===== config.mk =====
export PLATFORM = sky130hd
export DESIGN_NAME = vrt_rename_top
export DESIGN_NICKNAME = d
export VERILOG_FILES = /design/src/rtl/vrt_pkg.sv /design/src/rtl/vrt_free_pool.sv /design/src/rtl/vrt_retire_q.sv /design/src/rtl/vrt_ckpt_store.sv /design/src/rtl/vrt_rename_top.sv
export SDC_FILE = /design/constraint.sdc
export NUM_CORES = 1
export LEC_CHECK = 0
export ABC_AREA = 1
export BUFFER_PORTS_ARGS = -buffer_cell sky130_fd_sc_hd__buf_2
export CORE_MARGIN = 10
export CORE_UTILIZATION = 40
export DETAILED_ROUTE_END_ITERATION = 8
export GPL_TIMING_DRIVEN = 0
export PLACE_DENSITY = 0.68
export SYNTH_ARGS = -nofsm -noshare
export SYNTH_HDL_FRONTEND = slang
export SYNTH_SLANG_ARGS = --single-unit
export TNS_END_PERCENT = 50

===== constraint.sdc =====
create_clock -name clk -period 3.2 [get_ports clk]
set_input_delay 0.16 -clock clk [delete_from_list [all_inputs] [get_ports clk]]
set_output_delay 0.16 -clock clk [all_outputs]
set_load 0.005 [all_outputs]

===== src/rtl/vrt_pkg.sv =====
package vrt_pkg;
    localparam int NAREG    = 4;
    localparam int AW       = $clog2(NAREG);
    localparam int NPREG    = 12;
    localparam int PW       = $clog2(NPREG);
    localparam int NCKPT    = 4;
    localparam int CW       = $clog2(NCKPT);
    localparam int RQ_DEPTH = 16;
    localparam int RQW      = $clog2(RQ_DEPTH);
    localparam int HALF_W   = 128;

    typedef enum logic [1:0] {
        OP_WRITE      = 2'd0,
        OP_ZERO       = 2'd1,
        OP_ZERO_UPPER = 2'd2,
        OP_BRANCH     = 2'd3
    } op_kind_e;

    typedef logic [NPREG-1:0] pmask_t;
    typedef logic [PW-1:0]    preg_t;

    typedef struct packed {
        logic [NAREG-1:0][PW-1:0] map_lo;
        logic [NAREG-1:0][PW-1:0] map_hi;
        logic [NAREG-1:0]         zf_lo;
        logic [NAREG-1:0]         zf_hi;
        logic [RQW:0]             rq_tail;
    } snap_t;

    typedef struct packed {
        pmask_t          rel;
        logic            is_br;
        logic [CW-1:0]   bid;
    } rq_rec_t;

    function automatic pmask_t onehot(preg_t idx);
        pmask_t r;
        r = '0;
        r[idx] = 1'b1;
        return r;
    endfunction

    function automatic preg_t lowest_set(pmask_t m);
        preg_t r;
        r = '0;
        for (int i = NPREG - 1; i >= 0; i--) begin
            if (m[i]) r = PW'(i);
        end
        return r;
    endfunction
endpackage


===== src/rtl/vrt_free_pool.sv =====
module vrt_free_pool
    import vrt_pkg::*;
(
    input  logic   clk,
    input  logic   rst,
    input  logic   take_en,
    input  preg_t  take_idx,
    input  pmask_t rel_mask,
    output pmask_t free_mask,
    output logic   any_free,
    output preg_t  low_idx
);
    pmask_t take_mask;

    assign take_mask = take_en ? onehot(take_idx) : '0;
    assign any_free  = |free_mask;
    assign low_idx   = lowest_set(free_mask);

    always_ff @(posedge clk) begin
        if (rst) free_mask <= '1;
        else     free_mask <= (free_mask & ~take_mask) | rel_mask;
    end
endmodule


===== src/rtl/vrt_retire_q.sv =====
module vrt_retire_q
    import vrt_pkg::*;
(
    input  logic         clk,
    input  logic         rst,
    input  logic         push_en,
    input  rq_rec_t      push_rec,
    input  logic         pop_en,
    input  logic         restore_en,
    input  logic [RQW:0] restore_tail,
    output logic [RQW:0] tail_ptr,
    output rq_rec_t      head_rec,
    output logic         full,
    output logic         empty
);
    rq_rec_t      slots [RQ_DEPTH];
    logic [RQW:0] head;
    logic [RQW:0] used;

    assign used     = tail_ptr - head;
    assign full     = (used == (RQW+1)'(RQ_DEPTH));
    assign empty    = (used == '0);
    assign head_rec = slots[head[RQW-1:0]];

    always_ff @(posedge clk) begin
        if (rst) begin
            head     <= '0;
            tail_ptr <= '0;
        end else begin
            if (pop_en) head <= head + 1'b1;
            if (restore_en)   tail_ptr <= restore_tail;
            else if (push_en) tail_ptr <= tail_ptr + 1'b1;
        end
    end

    always_ff @(posedge clk) begin
        if (push_en && !restore_en) slots[tail_ptr[RQW-1:0]] <= push_rec;
    end
endmodule


===== src/rtl/vrt_ckpt_store.sv =====
module vrt_ckpt_store
    import vrt_pkg::*;
(
    input  logic             clk,
    input  logic             rst,
    input  logic             save_en,
    input  logic [CW-1:0]    save_id,
    input  snap_t            save_snap,
    input  logic             mark_en,
    input  pmask_t           mark_mask,
    input  logic             drop_en,
    input  logic             rel_en,
    input  logic [CW-1:0]    sel_id,
    output logic [NCKPT-1:0] valid_o,
    output snap_t            sel_snap,
    output pmask_t           sel_alloc
);
    snap_t            snaps  [NCKPT];
    pmask_t           allocs [NCKPT];
    logic [NCKPT-1:0] yrows  [NCKPT];

    assign sel_snap  = snaps[sel_id];
    assign sel_alloc = allocs[sel_id];

    for (genvar i = 0; i < NCKPT; i++) begin : g_slot
        logic             vld;
        snap_t            snp;
        pmask_t           alm;
        logic [NCKPT-1:0] yrow;
        logic             kill;

        assign kill       = drop_en && ((sel_id == CW'(i)) || yrows[sel_id][i]);
        assign valid_o[i] = vld;
        assign snaps[i]   = snp;
        assign allocs[i]  = alm;
        assign yrows[i]   = yrow;

        always_ff @(posedge clk) begin
            if (rst) begin
                vld  <= 1'b0;
                snp  <= '0;
                alm  <= '0;
                yrow <= '0;
            end else if (kill || (rel_en && sel_id == CW'(i))) begin
                vld <= 1'b0;
            end else if (save_en && save_id == CW'(i)) begin
                vld  <= 1'b1;
                snp  <= save_snap;
                alm  <= '0;
                yrow <= '0;
            end else if (vld) begin
                if (mark_en) alm <= alm | mark_mask;
                if (save_en) yrow[save_id] <= 1'b1;
            end
        end
    end
endmodule


===== src/rtl/vrt_rename_top.sv =====
module vrt_rename_top
    import vrt_pkg::*;
(
    input  logic              clk,
    input  logic              rst,
    input  logic              op_valid,
    input  logic [1:0]        op_kind,
    input  logic [AW-1:0]     op_areg,
    input  logic              op_half,
    input  logic [CW-1:0]     op_br_id,
    output logic              op_ready,
    output logic              alloc_valid,
    output logic [PW-1:0]     alloc_preg,
    input  logic              br_res_valid,
    input  logic [CW-1:0]     br_res_id,
    input  logic              br_res_mispredict,
    input  logic              ret_valid,
    output logic              ret_ready,
    input  logic [AW-1:0]     rd_areg,
    input  logic              rd_half,
    output logic              rf_ren,
    output logic [PW-1:0]     rf_raddr,
    input  logic [HALF_W-1:0] rf_rdata,
    output logic [HALF_W-1:0] rd_data
);
    op_kind_e                 kind;
    logic [NAREG-1:0][PW-1:0] map_lo, map_hi;
    logic [NAREG-1:0]         zf_lo, zf_hi;

    pmask_t           free_mask;
    logic             any_free;
    preg_t            low_idx;
    logic [RQW:0]     tail_ptr;
    rq_rec_t          head_rec, push_rec;
    logic             rq_full, rq_empty;
    logic [NCKPT-1:0] ck_valid;
    snap_t            cur_snap, sel_snap;
    pmask_t           sel_alloc;

    logic   restore_fire, resolve_ok, op_fire, ret_fire;
    logic   old_zf, rd_zf;
    preg_t  old_map;
    pmask_t pool_rel;

    assign kind = op_kind_e'(op_kind);

    assign restore_fire = br_res_valid &&  br_res_mispredict && ck_valid[br_res_id];
    assign resolve_ok   = br_res_valid && !br_res_mispredict && ck_valid[br_res_id];

    assign op_ready = !restore_fire && !rq_full
                    && ((kind != OP_WRITE)  || any_free)
                    && ((kind != OP_BRANCH) || !ck_valid[op_br_id]);
    assign op_fire     = op_valid && op_ready;
    assign alloc_valid = op_fire && (kind == OP_WRITE);
    assign alloc_preg  = low_idx;

    assign ret_ready = !rq_empty && !(head_rec.is_br && ck_valid[head_rec.bid]);
    assign ret_fire  = ret_valid && ret_ready;
    assign pool_rel  = (ret_fire ? head_rec.rel : '0) | (restore_fire ? sel_alloc : '0);

    assign old_zf  = op_half ? zf_hi[op_areg]  : zf_lo[op_areg];
    assign old_map = op_half ? map_hi[op_areg] : map_lo[op_areg];

    // Record of what this operation displaces, freed only at its retirement.
    always_comb begin
        push_rec = '0;
        unique case (kind)
            OP_WRITE, OP_ZERO: begin
                if (!old_zf) push_rec.rel = onehot(old_map);
            end
            OP_ZERO_UPPER: begin
                for (int r = 0; r < NAREG; r++) begin
                    if (!zf_hi[r]) push_rec.rel = push_rec.rel | onehot(map_hi[r]);
                end
            end
            OP_BRANCH: begin
                push_rec.is_br = 1'b1;
                push_rec.bid   = op_br_id;
            end
            default: ;
        endcase
    end

    always_comb begin
        cur_snap         = '0;
        cur_snap.map_lo  = map_lo;
        cur_snap.map_hi  = map_hi;
        cur_snap.zf_lo   = zf_lo;
        cur_snap.zf_hi   = zf_hi;
        cur_snap.rq_tail = tail_ptr + 1'b1;
    end

    always_ff @(posedge clk) begin
        if (rst) begin
            map_lo <= '0;
            map_hi <= '0;
            zf_lo  <= '1;
            zf_hi  <= '1;
        end else if (restore_fire) begin
            map_lo <= sel_snap.map_lo;
            map_hi <= sel_snap.map_hi;
            zf_lo  <= sel_snap.zf_lo;
            zf_hi  <= sel_snap.zf_hi;
        end else if (op_fire) begin
            unique case (kind)
                OP_WRITE: begin
                    if (op_half) begin
                        map_hi[op_areg] <= low_idx;
                        zf_hi[op_areg]  <= 1'b0;
                    end else begin
                        map_lo[op_areg] <= low_idx;
                        zf_lo[op_areg]  <= 1'b0;
                    end
                end
                OP_ZERO: begin
                    if (op_half) zf_hi[op_areg] <= 1'b1;
                    else         zf_lo[op_areg] <= 1'b1;
                end
                OP_ZERO_UPPER: zf_hi <= '1;
                default: ;
            endcase
        end
    end

    assign rd_zf    = rd_half ? zf_hi[rd_areg]  : zf_lo[rd_areg];
    assign rf_raddr = rd_half ? map_hi[rd_areg] : map_lo[rd_areg];
    assign rf_ren   = !rd_zf;
    assign rd_data  = rd_zf ? '0 : rf_rdata;

    vrt_free_pool u_pool (
        .clk       (clk),
        .rst       (rst),
        .take_en   (alloc_valid),
        .take_idx  (low_idx),
        .rel_mask  (pool_rel),
        .free_mask (free_mask),
        .any_free  (any_free),
        .low_idx   (low_idx)
    );

    vrt_retire_q u_rq (
        .clk          (clk),
        .rst          (rst),
        .push_en      (op_fire),
        .push_rec     (push_rec),
        .pop_en       (ret_fire),
        .restore_en   (restore_fire),
        .restore_tail (sel_snap.rq_tail),
        .tail_ptr     (tail_ptr),
        .head_rec     (head_rec),
        .full         (rq_full),
        .empty        (rq_empty)
    );

    vrt_ckpt_store u_ckpt (
        .clk       (clk),
        .rst       (rst),
        .save_en   (op_fire && kind == OP_BRANCH),
        .save_id   (op_br_id),
        .save_snap (cur_snap),
        .mark_en   (alloc_valid),
        .mark_mask (onehot(low_idx)),
        .drop_en   (restore_fire),
        .rel_en    (resolve_ok),
        .sel_id    (br_res_id),
        .valid_o   (ck_valid),
        .sel_snap  (sel_snap),
        .sel_alloc (sel_alloc)
    );
endmodule


# Word level (Yosys, flattened, before mapping)
# Memories as Yosys holds them, arrays and structs flattened. A register that Yosys moved wholly into a read port is not among the register bits.
# Index checks and enable logic that the tools add are counted.
[classes] eq_ne=16 bitwise_logic=25 n_reduce_logical=95 n_addsub=3 order_cmp=20 n_mux=129
[op_table] operator="$mux 12" count=25
[op_table] operator="$mux 4" count=43
[op_table] operator="$mux 128" count=1
[op_table] operator="$mux 16" count=8
[op_table] operator="$or 12x12->12" count=9
[op_table] operator="$bmux 45 s2" count=1
[op_table] operator="$mux 45" count=2
[op_table] operator="$bmux 4 s2" count=5
[op_table] operator="$logic_and 1x1->1" count=34
[op_table] operator="$bwmux 16" count=2
[op_table] operator="$reduce_bool 2->1" count=16
[op_table] operator="$lt 4x5->1 const B" count=6
[op_table] operator="$reduce_and 3->1" count=10
[op_table] operator="$bmux 12 s2" count=1
[op_table] operator="$demux 1 s4" count=6
[op_table] operator="$ge 4x1->1 const B" count=6
[op_table] operator="$or 4x4->4" count=6
[op_table] operator="$pmux 12 s2" count=1
[op_table] operator="$mux 1" count=19
[op_table] operator="$lt 2x3->1 const B" count=5
[op_table] operator="$bmux 1 s2" count=7
[op_table] operator="$and 12x12->12" count=1
[op_table] operator="$eq 2x2->1 const B" count=6
[op_table] operator="$ne 3x3->1 const B" count=4
[op_table] operator="other kinds (29)" count=64
[word_totals] wordCells=358 mem_bits_rw=240 output_inout_bits=140 reg_bits=310 memories=1 inputBits=146
[mem_list] name="u_rq.slots" depth=16 word_bits=15 rd=1 rd_clocked_by_memory_dff=1 wr=1 line_no="vrt_retire_q.sv:16" text="rq_rec_t slots [RQ_DEPTH];"

# Logic depth before layout (Yosys ltp)
# Gate-level depths: netlist (run 1).
[logic_depth] word_depth=20 ltp_mapped=19 depth_no_buf=19

# By module
# A second synthesis (run 1) with hierarchy kept.
[hier_totals] hier_cells=3951 hier_area_um2=28567.4
[by_module_without_submodules] module="vrt_ckpt_store" n_inst=1 seq_area_each_um2=4884.7 cells_each=1691 area_each_um2=11516.0
[by_module_without_submodules] module="vrt_retire_q" n_inst=1 seq_area_each_um2=7487.2 cells_each=1098 area_each_um2=11075.6
[by_module_without_submodules] module="vrt_rename_top" n_inst=1 seq_area_each_um2=800.8 cells_each=1069 area_each_um2=5375.2
[by_module_without_submodules] module="vrt_free_pool" n_inst=1 seq_area_each_um2=240.2 cells_each=93 area_each_um2=600.6

# Worst setup path after synthesis (run 1)
# OpenSTA, ideal clock, no wires.
[synth_timing] path_kind="register to register" startpoint="register u_rq.head[2]" endpoint="memory u_rq.slots[0][0] in the netlist's numbering, enable pin" path_stages_with_launch=14 t_required_ps=2814 path_buffers=0 setup_ps=386 synth_period_minus_slack_ps=2713 slack_ps=487 arrival_time_ps=2326 path_cell_list="dfxtp_1 > inv_1 > ha_1 > a21oi_1 > nand2_1 > nand2_1 > nand2_1 > nand2_1 > nor2_1 > nor2_4 > nand2_4 > clkinv_1 > nand2_1 > nor2_1"
[synth_between] elab_chain_cells=10
[synth_lines] item="start, declared" line_no="vrt_retire_q.sv:17" text="logic [RQW:0] head;"
[synth_lines] item="start signal, assigned" line_no="vrt_retire_q.sv:30" text="if (pop_en) head <= head + 1'b1;"
[synth_lines] item="$sub 5x5->5" line_no="vrt_retire_q.sv:20" text="assign used = tail_ptr - head;"
[synth_lines] item="$eq 5x5->1" line_no="vrt_retire_q.sv:21" text="assign full = (used == (RQW+1)'(RQ_DEPTH));"
[synth_lines] item="$logic_not 1->1" line_no="vrt_rename_top.sv:50" text="assign op_ready = !restore_fire && !rq_full"
[synth_lines] item="$logic_and 1x1->1" line_no="vrt_rename_top.sv:50"
[synth_lines] item="$logic_and 1x1->1" line_no="vrt_rename_top.sv:51" text="&& ((kind != OP_WRITE) || any_free)"
[synth_lines] item="$logic_and 1x1->1" line_no="vrt_rename_top.sv:52" text="&& ((kind != OP_BRANCH) || !ck_valid[op_br_id]);"
[synth_lines] item="named net op_ready" line_no="vrt_rename_top.sv:11" text="output logic op_ready,"
[synth_lines] item="$logic_and 1x1->1" line_no="vrt_rename_top.sv:53" text="assign op_fire = op_valid && op_ready;"
[synth_lines] item="$logic_and 1x1->1" line_no="vrt_retire_q.sv:37" text="if (push_en && !restore_en) slots[tail_ptr[RQW-1:0]] <= push_rec;"
[synth_lines] item="$mux 1" line_no="vrt_retire_q.sv:37"
[synth_lines] item="$mux 1 (not written as such)" line_no="vrt_retire_q.sv:37"
[synth_lines] item="end, declared" line_no="vrt_retire_q.sv:16"
# The timed path passes the listed nets, and every way through them passes these cells.

==> summary.txt, run 1 <==
status -> finished with violations
failing checks -> negative setup slack
syn avg cell area -> 8.35 um2
PD cells -> 621 mW/mm2
DRC violations left -> 0
CTS tree -> done
VDD IR-drop max -> 0.420 mV
syn_nets -> 3129
initial core utilization -> 40.3%
H-tree depth -> 2
RSZ-0062 raised after global routing -> yes
gr usage total -> 28.1%
leak pwr -> 12.2 nW
total chip power -> 18.4 mW
Die ar. -> 0.0724 mm2
final wirelength -> 107 mm
CP Data Arrival Time -> 3.82 ns
CP Cell Sequence -> clkbuf_1, buf_1, clkbuf_1, nand2_1, a221o_1, o211ai_1, nand4_1, nand2_1
CP bufs+invs -> 3
detailed-route via count -> 24100
crit end category -> register
Yosys top cell by area -> edfxtp_1
Synth Cell Area -> 0.0248 mm2
reg2reg path depth -> 8
setup_tns -> -0.0398 ns
drt pass-1 iters -> 7
Net Switching -> 5.88 mW
Final Max Tran Viols -> 0
EDFF count, synth -> 240
remaining global-route overflow -> 0
max cap viols -> 0
clock buffer depth -> 3
first-pass GRT wire length -> 150 mm
clk sinks -> 550
iteration-0 DRC count of the detailed router -> 3669
CP required -> 3.79 ns
Least-Margin Pin Slew -> 1.13 ns
WS Path Type -> register to register
Row Count -> 91
sequential share of the synthesized area -> 54.1%
R2R Setup Slk -> -0.03 ns
Nets -> 3489
die width -> 269 um
Hold Path Class -> input port to register
CTS root buf -> clkbuf_16
wire per inst -> 25.3 um
Gate power share -> 21.5%
Hold EP -> u_ckpt.g_slot[2].yrow[3]
cell family with most CP delay -> buffers and inverters
io pins -> 286
Reg power frac -> 41.9%
CP max FO -> 10
Switching Share -> 32.0%
flops & latches, synth -> 550
number of global-route vias before repair -> 21700
P&R area growth vs syn -> 19.4%
largest net degree at the start of global routing -> 18
Crit-path slowest cell -> clkbuf_1
dominant synthesized flop cell -> dfxtp_1
asr flop ratio synth -> 0%
final hold slack -> 0.0536 ns
Yosys warning count -> 0
clock share of power -> 36.6%
hold path start -> op_br_id[0]
Num CTS Buffers -> 55
final core occ -> 48.1%
slew margin rel. -> 24.7%
FF-to-FF End -> u_pool.free_mask[4]
Distinct cells, synth -> 48
Skew-Pair Late Insertion Delay -> 0.66 ns
Filler cells -> 6017
Final Hold Vio Count -> 0
initial antenna violation count -> 8
Hold Crit Depth -> 5
DRT antenna net count -> 0
Internal -> 12.5 mW
maximum clock rate -> 309 MHz
Area contributors post-synth -> edfxtp_1 29%, dfxtp_1 25%, a21oi_1 8.3%, nand2_1 6.7%, o21ai_0 5.3%
Worst Clk Skew -> 0.0730 ns
Syn Inst Count -> 2970
# port buffers -> 281
startpoint type of the worst setup path -> register
gpl congestion -> 1.19
Clock transition at path regs -> 0.06 ns
Synth top area share -> 29.1%
post-layout min period -> 3.23 ns
via/cell ratio -> 5.72
peak per-stage delay on the critical path -> 0.64 ns
Core Area -> 0.0616 mm2
share of layout cells above drive strength 1 -> 15.0%
fin worst setup slack -> -0.0339 ns
Die H -> 269 um
dpl hpwl -> 78.9 mm
Final setup viols -> 2
part of the cycle the worst path needs -> 101%
## final cells by class
cell class | count | area (um2) | share of cell area, %
diodes | 1 | 2.50 | 0.00845
plain buffers | 187 | 812 | 2.74
clock buffers | 81 | 1610 | 5.42
clock inverters | 23 | 280 | 0.946
inverters | 339 | 1270 | 4.29
multi-input cells | 1893 | 9490 | 32.0
flip-flops and latches | 550 | 13400 | 45.3
well taps | 837 | 1050 | 3.53
repair buffers | 304 | 1710 | 5.76
## metrics by stage
| step | worst slack (ns) | instances | area, um2 |
|---|---|---|---|
| final | -0.0339 | 4215 | 29600 |
| after global routing | -0.129 | 4214 | 29600 |
| after CTS | 0.00935 | 4211 | 29500 |
| after detailed placement | -1.05 | 4104 | 27500 |
| after global placement | -0.979 | 4088 | 27300 |
| after floorplan | 0.487 | 2970 | 24800 |
## repair_timing
item | CTS | global route
setup endpoints to repair | 378 | 414
cloned | 0 | 0
pin swaps | 0 | 4
hold endpoints to repair | 8 | 0
resized for setup | 29 | 20
buffers inserted | 0 | 4
hold buffers | 3 | 0
## cells in the mapped netlist, drive strengths merged (2+ instances only)
cell type and instances:
nand2 448, a21oi 411, inv 333, nor2 323, dfxtp 310, o21ai 294
edfxtp 240, nand3 142, clkbuf 115, buf 73, a22oi 40, o22ai 39
nor3 32, a221oi 25, a221o 21, o211ai 20, a31oi 19, o221ai 17
ha 13, nand4 12, a32o 8, clkinv 6, xor2 6, o31ai 5
o2bb2ai 4, nand3b 3, a22o 2, o2111ai 2, or2 2
## cell usage in the layout (no fill, tap or decap), types with 32 or more instances in the layout
master	Yosys	routed
nor2_1	320	300
nand2_1	440	440
buf_2	42	321
inv_1	328	326
nor3_1	32	32
o21ai_0	262	261
edfxtp_1	240	240
clkbuf_16	0	56
a22oi_1	40	40
o22ai_1	39	39
dfxtp_1	310	308
a21oi_1	410	400
nand3_1	140	140
clkbuf_1	114	116
## per-layer routing
| metal | part of all wire (%) | GRT usage (%) | vias up | routed length [um] |
|---|---|---|---|---|
| met5 | 0 | 0 | - | 0 |
| met2 | 43 | 40.7 | 1527 | 45800 |
| met3 | 12 | 7.18 | 241 | 12700 |
| met4 | 3.6 | 9.73 | 0 | 3890 |
| li1 | - | - | 10900 | - |
| met1 | 41 | 39.8 | 11400 | 44200 |
## sequential cells by signal, summed over array words and instances, names as in the netlist, named ones only
name / flops
zf_hi: 4
u_pool.free_mask: 12
u_ckpt.g_slot.yrow: 12
u_ckpt.g_slot.vld: 4
u_ckpt.g_slot.alm: 48
cur_snap: 32
u_rq.slots: 240
u_rq.head: 5
u_ckpt.g_slot.snp: 180
u_rq.tail_ptr: 5
## cell families after synthesis
family	count (synthesis)	share of synthesized area, %
AND/OR/NAND/NOR	962	15.9
AO/OA/AOI/OAI	911	20.8
flip-flops	550	54.1
buffers and inverters	527	8.34
adder cells (fa/ha/maj)	13	0.656
XOR/XNOR	7	0.247
## worst max path at each step
stage	startpoint	to	cells past startpoint
after global placement	op_areg[0]	u_rq.slots[15][5]	11
after floorplan	u_rq.head[2]	u_rq.slots[0][0]	13
after detailed placement	op_areg[0]	u_rq.slots[15][5]	11
final	register	u_pool.free_mask[4]	8
after CTS	op_areg[0]	u_rq.slots[6][5]	10
after global routing	u_rq.head[2]	u_rq.slots[2][10]	14
## worst register-to-register path: cells and delay by family, from the launching register on
kind	cells	cell delay (ns)
buf+inv	3	1.64
simple gates	3	0.59
compound gates	2	0.55
flops	1	0.40
## power groups by stage
stage / clock network (mW) / logic (mW) / registers [mW]
2_1_floorplan: 0 / 2.17 / 7.79
3_3_place_gp: 0 / 3.69 / 7.84
3_5_place_dp: 0 / 3.78 / 7.83
4_1_cts: 6.74 / 3.84 / 7.68
5_1_grt: 7.02 / 4.24 / 7.72
6_report: 6.73 / 3.96 / 7.70
No activity file was read; power rests on OpenSTA's default activity.
==> inputs of run 2 (changes only) <==
SKIP_CTS_REPAIR_TIMING = 1   (was not set)
==> summary.txt, run 2 (synthesis results as in run 1) <==
Final Max Tran Viols -> 0 (unchanged)
initial antenna violation count -> 8 (unchanged)
Switching Share -> 32.0% (+0.059 points)
max FFs per register -> 240 (unchanged)
crit end category -> register
gpl congestion -> 1.19 (unchanged)
die width -> 269 um (unchanged)
# port buffers -> 281 (unchanged)
fin worst setup slack -> -0.00953 ns (+0.0243 ns)
setup_tns -> -0.00953 ns (+0.0302 ns)
io pins -> 286 (unchanged)
RSZ-0062 raised after global routing -> yes
max cap viols -> 0 (unchanged)
remaining global-route overflow -> 0 (unchanged)
CP max FO -> 10 (unchanged)
part of the cycle the worst path needs -> 100% (-0.76 points)
Gate power share -> 21.5% (about the same)
Skew-Pair Late Insertion Delay -> 0.66 ns (about the same)
largest net degree at the start of global routing -> 18 (unchanged)
R2R Setup Slk -> -0.01 ns (+0.02 ns)
total chip power -> 18.4 mW (+0.13%)
gr usage total -> 28.0% (-0.039 points)
CTS tree -> done
dpl hpwl -> 78.9 mm (unchanged)
VDD IR-drop max -> 0.423 mV (+0.53%)
maximum clock rate -> 312 MHz (+0.76%)
PD cells -> 622 mW/mm2 (+0.18%)
leak pwr -> 12.2 nW (about the same)
drt pass-1 iters -> 7 (unchanged)
Worst Clk Skew -> 0.0730 ns (-0.0000653 ns)
Filler cells -> 6022 (+0.083%)
H-tree depth -> 2 (unchanged)
startpoint type of the worst setup path -> register
via/cell ratio -> 5.73 (+0.30%)
CP required -> 3.79 ns (about the same)
most common cell after layout, fill and taps aside -> nand2_1
Final Hold Vio Count -> 1 (+1)
first-pass GRT wire length -> 149 mm (-0.17%)
Die ar. -> 0.0724 mm2 (unchanged)
Num CTS Buffers -> 55 (unchanged)
Nets -> 3487 (-0.057%)
Least-Margin Pin Slew -> 1.11 ns (-0.0235 ns)
initial core utilization -> 40.3% (unchanged)
post-layout min period -> 3.21 ns (-0.0243 ns)
P&R area growth vs syn -> 19.4% (about the same)
DRC violations left -> 0 (unchanged)
slew margin rel. -> 26.3% (+1.6 points)
DRT antenna net count -> 0 (unchanged)
wire per inst -> 25.3 um (about the same)
Final setup viols -> 1 (-1)
number of global-route vias before repair -> 21600 (-0.26%)
failing checks -> negative hold slack, negative setup slack
Reg power frac -> 41.8% (about the same)
Row Count -> 91 (unchanged)
WS Path Type -> register to register
clock buffer depth -> 3 (unchanged)
clk sinks -> 550 (unchanged)
share of layout cells above drive strength 1 -> 15.1% (+0.068 points)
iteration-0 DRC count of the detailed router -> 3815 (+4.0%)
final hold slack -> -0.00397 ns (-0.0575 ns)
Core Area -> 0.0616 mm2 (unchanged)
status -> finished with violations
most frequent cells in the layout -> 440 x nand2_1, 400 x a21oi_1, 326 x inv_1, 321 x buf_2, 308 x dfxtp_1
Hold Path Class -> input port to register
Clock transition at path regs -> 0.06 ns (about the same)
detailed-route via count -> 24200 (+0.32%)
CTS root buf -> clkbuf_16
CP Data Arrival Time -> 3.80 ns (-0.02 ns)
clock share of power -> 36.7% (about the same)
Internal -> 12.5 mW (about the same)
Die H -> 269 um (unchanged)
final wirelength -> 107 mm (about the same)
Net Switching -> 5.90 mW (+0.32%)
## run 2: stage by stage
| stage | area (um2) | util (%) | instances | setup slack, ns | hold slack, ns |
|---|---|---|---|---|---|
| 3_5_place_dp | 27500 | 44.7 | 4104 | -1.05 | 0.440 |
| 2_1_floorplan | 24800 | - | 2970 | 0.487 | 0.377 |
| 4_1_cts | 29400 | 47.8 | 4208 | -0.443 | -0.0600 |
| 5_1_grt | 29600 | 48.1 | 4212 | -0.0960 | 0.0270 |
| 6_report | 29600 | 48.1 | 4216 | -0.00953 | -0.00397 |
| 3_3_place_gp | 27300 | 44.3 | 4088 | -0.979 | 0.434 |
## run 2: power by group through the flow
stage / logic [mW] / registers, mW / clock network (mW)
4_1_cts: 3.79 / 7.68 / 6.74
2_1_floorplan: 2.17 / 7.79 / 0
6_report: 3.96 / 7.70 / 6.75
3_5_place_dp: 3.78 / 7.83 / 0
5_1_grt: 4.24 / 7.72 / 7.02
3_3_place_gp: 3.69 / 7.84 / 0
## run 2: path summary, 6_finish.rpt
path / cells after the start / start / to
max: 8 / register / u_pool.free_mask[4]
min: 4 / op_br_id[1] / u_ckpt.g_slot[3].yrow[1]
max reg2reg: 8 / register / u_pool.free_mask[4]
min reg2reg: 2 / u_ckpt.g_slot[1].snp[6] / u_ckpt.g_slot[1].snp[6]
## run 2: critical path, stage by stage (launching register included)
cell and delay [ns]:
dfxtp_1 0.39, clkbuf_1 0.49, buf_1 0.50, clkbuf_1 0.63, nand2_1 0.12, a221o_1 0.41
o211ai_1 0.13, nand4_1 0.31, nand2_1 0.13
## run 2: layer usage
layer  vias to the layer above  track usage, %  part of all wire [%]
met1                     11600            39.7                    42
li1                      10900               -                     -
met3                       235            7.37                    12
met4                         2            9.58                   3.5
met2                      1474            40.7                    43
met5                         -               0                 0.012
## run 2: final cells by class
| type | count | area [um2] | share of cell area [%] |
|---|---|---|---|
| Sequential cell | 550 | 13400 | 45.3 |
| Inverter | 339 | 1280 | 4.31 |
| Antenna cell | 4 | 10.0 | 0.0338 |
| Clock inverter | 23 | 280 | 0.946 |
| Multi-Input combinational cell | 1893 | 9480 | 32.0 |
| Clock buffer | 81 | 1610 | 5.42 |
| Timing Repair Buffer | 302 | 1690 | 5.70 |
| Tap cell | 837 | 1050 | 3.54 |
| Buffer | 187 | 816 | 2.75 |
